## config.mk

```make
export PLATFORM = sky130hd
export DESIGN_NAME = irq_front
export DESIGN_NICKNAME = d
export VERILOG_FILES = /design/src/rtl/irq_front_pkg.sv /design/src/rtl/irq_edge_catch.sv /design/src/rtl/irq_enable_ctl.sv /design/src/rtl/irq_pick.sv /design/src/rtl/irq_front.sv
export SDC_FILE = /design/constraint.sdc
export NUM_CORES = 1
export LEC_CHECK = 0
export BUFFER_PORTS_ARGS = -buffer_cell sky130_fd_sc_hd__buf_4
export CAP_MARGIN = 30
export CORE_MARGIN = 2
export CORE_UTILIZATION = 45
export CTS_CLUSTER_DIAMETER = 150
export DETAILED_ROUTE_END_ITERATION = 6
export HOLD_SLACK_MARGIN = 0.03
export PLACE_DENSITY = 0.79
export SLEW_MARGIN = 20
export SYNTH_ARGS = -nofsm -noshare
export SYNTH_HDL_FRONTEND = slang
export SYNTH_SLANG_ARGS = --single-unit
```

## constraint.sdc

```tcl
create_clock -name clk -period 2.17 [get_ports clk]
set_clock_uncertainty 0.1 [all_clocks]
set_input_delay 0.1085 -clock clk [delete_from_list [all_inputs] [get_ports clk]]
set_output_delay 0.1085 -clock clk [all_outputs]
set_load 0.03 [all_outputs]
```

## src/rtl/irq_front_pkg.sv

```systemverilog
package irq_front_pkg;

  localparam int unsigned NSRC  = 5;
  localparam int unsigned SRC_W = 3;
  localparam int unsigned HR_W  = 5;

  typedef enum logic [SRC_W-1:0] {
    SRC_TRAP = 3'd0,
    SRC_E7   = 3'd1,
    SRC_L6   = 3'd2,
    SRC_L5   = 3'd3,
    SRC_EXT  = 3'd4
  } src_e;

  // Restart number doubled, so half-numbered restarts stay integral.
  function automatic logic [HR_W-1:0] half_restart(input logic [SRC_W-1:0] s);
    case (s)
      SRC_TRAP: half_restart = 5'd9;
      SRC_E7:   half_restart = 5'd15;
      SRC_L6:   half_restart = 5'd13;
      SRC_L5:   half_restart = 5'd11;
      default:  half_restart = 5'd0;
    endcase
  endfunction

endpackage

```

## src/rtl/irq_edge_catch.sv

```systemverilog
module irq_edge_catch #(
  parameter int unsigned WIDTH = 2
) (
  input  logic             clk,
  input  logic             rst_n,
  input  logic [WIDTH-1:0] din,
  input  logic [WIDTH-1:0] clr,
  output logic [WIDTH-1:0] q
);
  logic [WIDTH-1:0] prev_q;

  genvar g;
  generate
    for (g = 0; g < WIDTH; g++) begin : g_bit
      always_ff @(posedge clk) begin
        if (!rst_n) begin
          prev_q[g] <= 1'b0;
          q[g]      <= 1'b0;
        end else begin
          prev_q[g] <= din[g];
          // A fresh edge outranks a clear in the same cycle.
          q[g]      <= (q[g] & ~clr[g]) | (din[g] & ~prev_q[g]);
        end
      end
    end
  endgenerate
endmodule

```

## src/rtl/irq_enable_ctl.sv

```systemverilog
module irq_enable_ctl #(
  parameter int unsigned NMASK = 3
) (
  input  logic             clk,
  input  logic             rst_n,
  input  logic             set_cmd,
  input  logic             clr_cmd,
  input  logic             accept,
  input  logic             mask_we,
  input  logic [NMASK-1:0] mask_in,
  output logic             ie,
  output logic [NMASK-1:0] mask
);
  always_ff @(posedge clk) begin
    if (!rst_n) begin
      ie   <= 1'b0;
      mask <= '1;
    end else begin
      if (accept || clr_cmd) ie <= 1'b0;
      else if (set_cmd)      ie <= 1'b1;
      if (mask_we) mask <= mask_in;
    end
  end
endmodule

```

## src/rtl/irq_pick.sv

```systemverilog
module irq_pick #(
  parameter int unsigned N   = 5,
  localparam int unsigned IW = (N > 1) ? $clog2(N) : 1
) (
  input  logic [N-1:0]  pend,
  output logic [N-1:0]  grant,
  output logic          any,
  output logic [IW-1:0] idx
);
  logic [N:0] above;

  assign above[0] = 1'b0;

  genvar g;
  generate
    for (g = 0; g < N; g++) begin : g_lane
      assign grant[g]   = pend[g] & ~above[g];
      assign above[g+1] = above[g] | pend[g];
    end
  endgenerate

  assign any = above[N];

  always_comb begin
    idx = '0;
    for (int i = N - 1; i >= 0; i--) begin
      if (grant[i]) idx = IW'(i);
    end
  end
endmodule

```

## src/rtl/irq_front.sv

```systemverilog
module irq_front
  import irq_front_pkg::*;
#(
  parameter int unsigned VEC_W = 16
) (
  input  logic             clk,
  input  logic             rst_n,
  input  logic             req_trap_i,
  input  logic             req_e7_i,
  input  logic             req_l6_i,
  input  logic             req_l5_i,
  input  logic             req_ext_i,
  input  logic             sample_i,
  input  logic             hold_req_i,
  input  logic             ie_set_i,
  input  logic             ie_clr_i,
  input  logic             mask_we_i,
  input  logic [3:0]       mask_data_i,
  output logic             take_o,
  output logic [VEC_W-1:0] vec_o,
  output logic [2:0]       src_o,
  output logic             ext_ack_n_o,
  output logic             hold_ack_o
);
  localparam int unsigned NMASK = 3;
  localparam int unsigned PAD_W = VEC_W - HR_W - 2;

  logic [1:0]       edge_q, edge_clr;
  logic             ie;
  logic [NMASK-1:0] mask;
  logic [NSRC-1:0]  pend, grant;
  logic             any_pend, decide, accept;
  logic [SRC_W-1:0] win;
  logic [VEC_W-1:0] win_vec;

  // Edge latches: lane 0 = trap, lane 1 = edge-triggered maskable line.
  irq_edge_catch #(.WIDTH(2)) u_edges (
    .clk  (clk),
    .rst_n(rst_n),
    .din  ({req_e7_i, req_trap_i}),
    .clr  (edge_clr),
    .q    (edge_q)
  );

  irq_enable_ctl #(.NMASK(NMASK)) u_enable (
    .clk    (clk),
    .rst_n  (rst_n),
    .set_cmd(ie_set_i),
    .clr_cmd(ie_clr_i),
    .accept (accept),
    .mask_we(mask_we_i),
    .mask_in(mask_data_i[NMASK-1:0]),
    .ie     (ie),
    .mask   (mask)
  );

  always_comb begin
    pend[SRC_TRAP] = edge_q[0] & req_trap_i;
    pend[SRC_E7]   = ie & ~mask[2] & edge_q[1];
    pend[SRC_L6]   = ie & ~mask[1] & req_l6_i;
    pend[SRC_L5]   = ie & ~mask[0] & req_l5_i;
    pend[SRC_EXT]  = ie & req_ext_i;
  end

  irq_pick #(.N(NSRC)) u_pick (
    .pend (pend),
    .grant(grant),
    .any  (any_pend),
    .idx  (win)
  );

  assign decide = sample_i & ~hold_req_i;
  assign accept = decide & any_pend;

  assign edge_clr[0] = accept & grant[SRC_TRAP];
  assign edge_clr[1] = (accept & grant[SRC_E7]) | (mask_we_i & mask_data_i[3]);

  assign win_vec = {{PAD_W{1'b0}}, half_restart(win), 2'b00};

  always_ff @(posedge clk) begin
    if (!rst_n) begin
      take_o      <= 1'b0;
      vec_o       <= '0;
      src_o       <= '0;
      ext_ack_n_o <= 1'b1;
      hold_ack_o  <= 1'b0;
    end else begin
      take_o      <= accept;
      src_o       <= accept ? win : '0;
      vec_o       <= (accept && !grant[SRC_EXT]) ? win_vec : '0;
      ext_ack_n_o <= ~(accept & grant[SRC_EXT]);
      hold_ack_o  <= sample_i & hold_req_i;
    end
  end
endmodule

```

==> out/metrics.csv <==
stage,metric,value,unit
setup_path,cpPeakStageDelay,0.59,ns
route,via_per_inst,4.53,
floorplanning,io_pins,38,
route,drcViolationCount,0,
clock_tree,cts_buffers,3,
power,clockPowerShare,26.6,%
power,sw_frac_of_total,25.9,%
logic_synthesis,synth_xor_area_share,0,%
power,pwr-share-comb,19.5,%
power,p_per_area,572,nW/µm²
clock_tree,clk_pin_slew,0.09,ns
clock_tree,clockBufferDepth,2,
logic_synthesis,synth-seq-cells,17,
clock_tree,worstSkewPairLatency,0.28,ns
grt,grtUsageMet3,5.00,%
layout,drive_gt1_share,26.1,%
power,p_switching,0.000158,W
floorplanning,start_util,47.1,%
layout,n_fill_cell,120,
route,final_antenna_net_count,0,
timing,final_min_period_over_clock_period,95.3,%
setup_path,critPathArrivalTime,2.15,ns
logic_synthesis,ys_async_sr_fraction,0,%
timing,period_needed,2.07,ns
flow_run,maxCapViolCount,0,
grt,grt_max_degree,12,
logic_synthesis,synth_edf_count,0,
logic_synthesis,synth_compound_area_share,10.9,%
layout,most-common-layout-cells,"buf_4, dlygate4sd3_1, dfxtp_1",
floorplanning,die_x,43.5,µm
floorplanning,core,1490,µm²
layout,syn2layout_area_growth,51.9,%
route,wire_per_inst,11.3,µm
power,p_seq_share,53.9,%
logic_synthesis,synth.area.mux_share,4.28,%
route,vias,612,
timing,rsz0062_at_grt,no,
grt,top_usage_layer,met2,
logic_synthesis,netlist_instances,74,
setup_path,crit_type,in -> reg,
logic_synthesis,synth_top_family_by_area,simple AND/OR/NAND/NOR gates,
logic_synthesis,synth_warnings,0,
timing,slew_viol_final,0,
clock_tree,post_cts_resize_count,0,
grt,antenna_found_initial,0,
floorplanning,die_area,1890,µm²
timing,setup_viol,0,
clock_tree,cts_hold_buffers,18,
grt,grt_pass1_wl,2.52,mm
layout,antenna_cells,0,
layout,final_common_cell,buf_4,
grt,grtUsageMet2,33.4,%
logic_synthesis,synth.area.top_cells,"dfxtp_1, buf_4, nand2_1",
setup_path,worst_ep_required_time,2.25,ns
clock_tree,root_buffer,clkbuf_4,
layout,nets,136,
clock_tree,clock-sinks,17,
route,drt_pass1_iterations,5,
logic_synthesis,synth_flop_cell,dfxtp_1,
route,wl,1.53,mm
logic_synthesis,synthAdderAreaFrac,0,%
logic_synthesis,yosysTopAreaCell,dfxtp_1,
clock_tree,cts_max_level,1,
setup_path,path_max_fanout,1,
setup_path,slowest_stage,dlygate4sd3_1,
logic_synthesis,synth_area,702,µm²
route,drt_iter0_drc,12,
setup_path,start_kind,input pin,
placement,port_buffers,25,
timing,hold_viol,0,
power,total_power,0.000610,W
grt,use_met1,20.7,%
grt,grt_overflow,0,
timing,finalSetupTns,0,ns
setup_path,crit_top_cell,dlygate4sd3_1,
placement,place_congestion,0.756,
logic_synthesis,synth.avg_cell_area,9.49,µm²
power,power_leakage,0.487,nW
setup_path,cp-end-kind,flip-flop,
logic_synthesis,synthSimpleGateAreaFrac,20.3,%
placement,hpwl,934,µm
logic_synthesis,synth_top_area_share,48.5,%
run_status,status,completed,
floorplanning,dieHeight,43.5,µm
grt,first_global_vias,567,
floorplanning,fp-row-count,14,
logic_synthesis,yosysSeqAreaShare,48.5,%
min_path,min_path_type,in -> reg,
grt,grt_usage,19.4,%
logic_synthesis,synth_cell_types,21,
clock_tree,cts_tree,built,
power,internal_power,0.000452,W
power,ir_drop,0.000404,V
timing,fmax,484,MHz
setup_path,cp_cell_sequence,dlygate4sd3_1 -> buf_4 -> mux2i_1 -> dlygate4sd3_1 -> nand2_1 -> dlygate4sd3_1,
clock_tree,cts_setup_buffers,0,
[worst paths after layout]
path,startpoint,to,slack [ns],cells after the start
setup / recovery,mask_data_i[2],u_enable.mask[2],0.10,6
setup reg to reg,u_enable.ie,u_edges.q[0],0.19,4
hold / removal,req_ext_i,ext_ack_n_o,0.04,4
hold reg to reg,u_edges.prev_q[1],u_edges.q[1],0.34,1
[power groups by stage]
stage	clock (W)	combinational [W]	sequential (W)
floorplan	0	0.0000694	0.000338
global placement	0	0.0000856	0.000335
detailed placement	0	0.0000866	0.000336
CTS	0.000168	0.000115	0.000329
global route	0.000190	0.000128	0.000330
finish	0.000162	0.000119	0.000329
[flip-flops by register name, summed over array words and instances (netlist names)]
name and cells:
src_o 3, u_enable.mask 3, vec_o 3, u_edges.prev_q 2
u_edges.q 2, ext_ack_n_o 1, hold_ack_o 1, take_o 1
u_enable.ie 1
[worst max-delay path, delay by kind of cell]
family / cells / cell delay (ns)
buffers and inverters: 4 / 1.84
multiplexers: 1 / 0.15
AND/OR/NAND/NOR: 1 / 0.05
[synthesized netlist by cell type (2+ instances only)]
cell type	count
nor2_1	2
a21oi_1	3
and2_1	2
dfxtp_1	17
and3_1	2
a31oi_1	3
o21ai_0	2
nand2_1	10
buf_4	13
inv_1	2
nor2b_1	4
nand3_1	2
nand3b_1	2
mux2i_1	3
[through the flow]
stage / hold WS, ns / utilization [%] / cells / setup slack (ns) / area [µm²]
4_1_cts: 0.0361 / 70.9 / 134 / 0.203 / 1060
3_5_place_dp: 0.179 / 57.1 / 112 / 0.774 / 850
2_1_floorplan: 0.0799 / - / 85 / 0.904 / 743
5_1_grt: 0.0325 / 71.6 / 135 / 0.0393 / 1070
6_report: 0.0397 / 71.6 / 135 / 0.102 / 1070
3_3_place_gp: 0.179 / 57.1 / 112 / 0.828 / 850
[logic make-up after synthesis]
kind of cell	Yosys count
and+or+nand+nor	26
DFF	17
buffers and inverters	16
AOI/OAI and AO/OA	11
muxes	3
other	1
[layout make-up]
type	instances	area [µm²]	area share (%)
clock buffers	4	26.3	2.46
inverters	2	7.51	0.704
multi-input cells	52	294	27.6
flip-flops and latches	17	340	31.9
well taps	16	20.0	1.88
repair buffers	44	378	35.4
[routing by layer]
metal,wire length [µm],part of all wire [%]
met1,580,38
met3,98,6.4
met2,819,54
met5,0,0
met4,29,1.9
(Power assumes the default switching activity.)
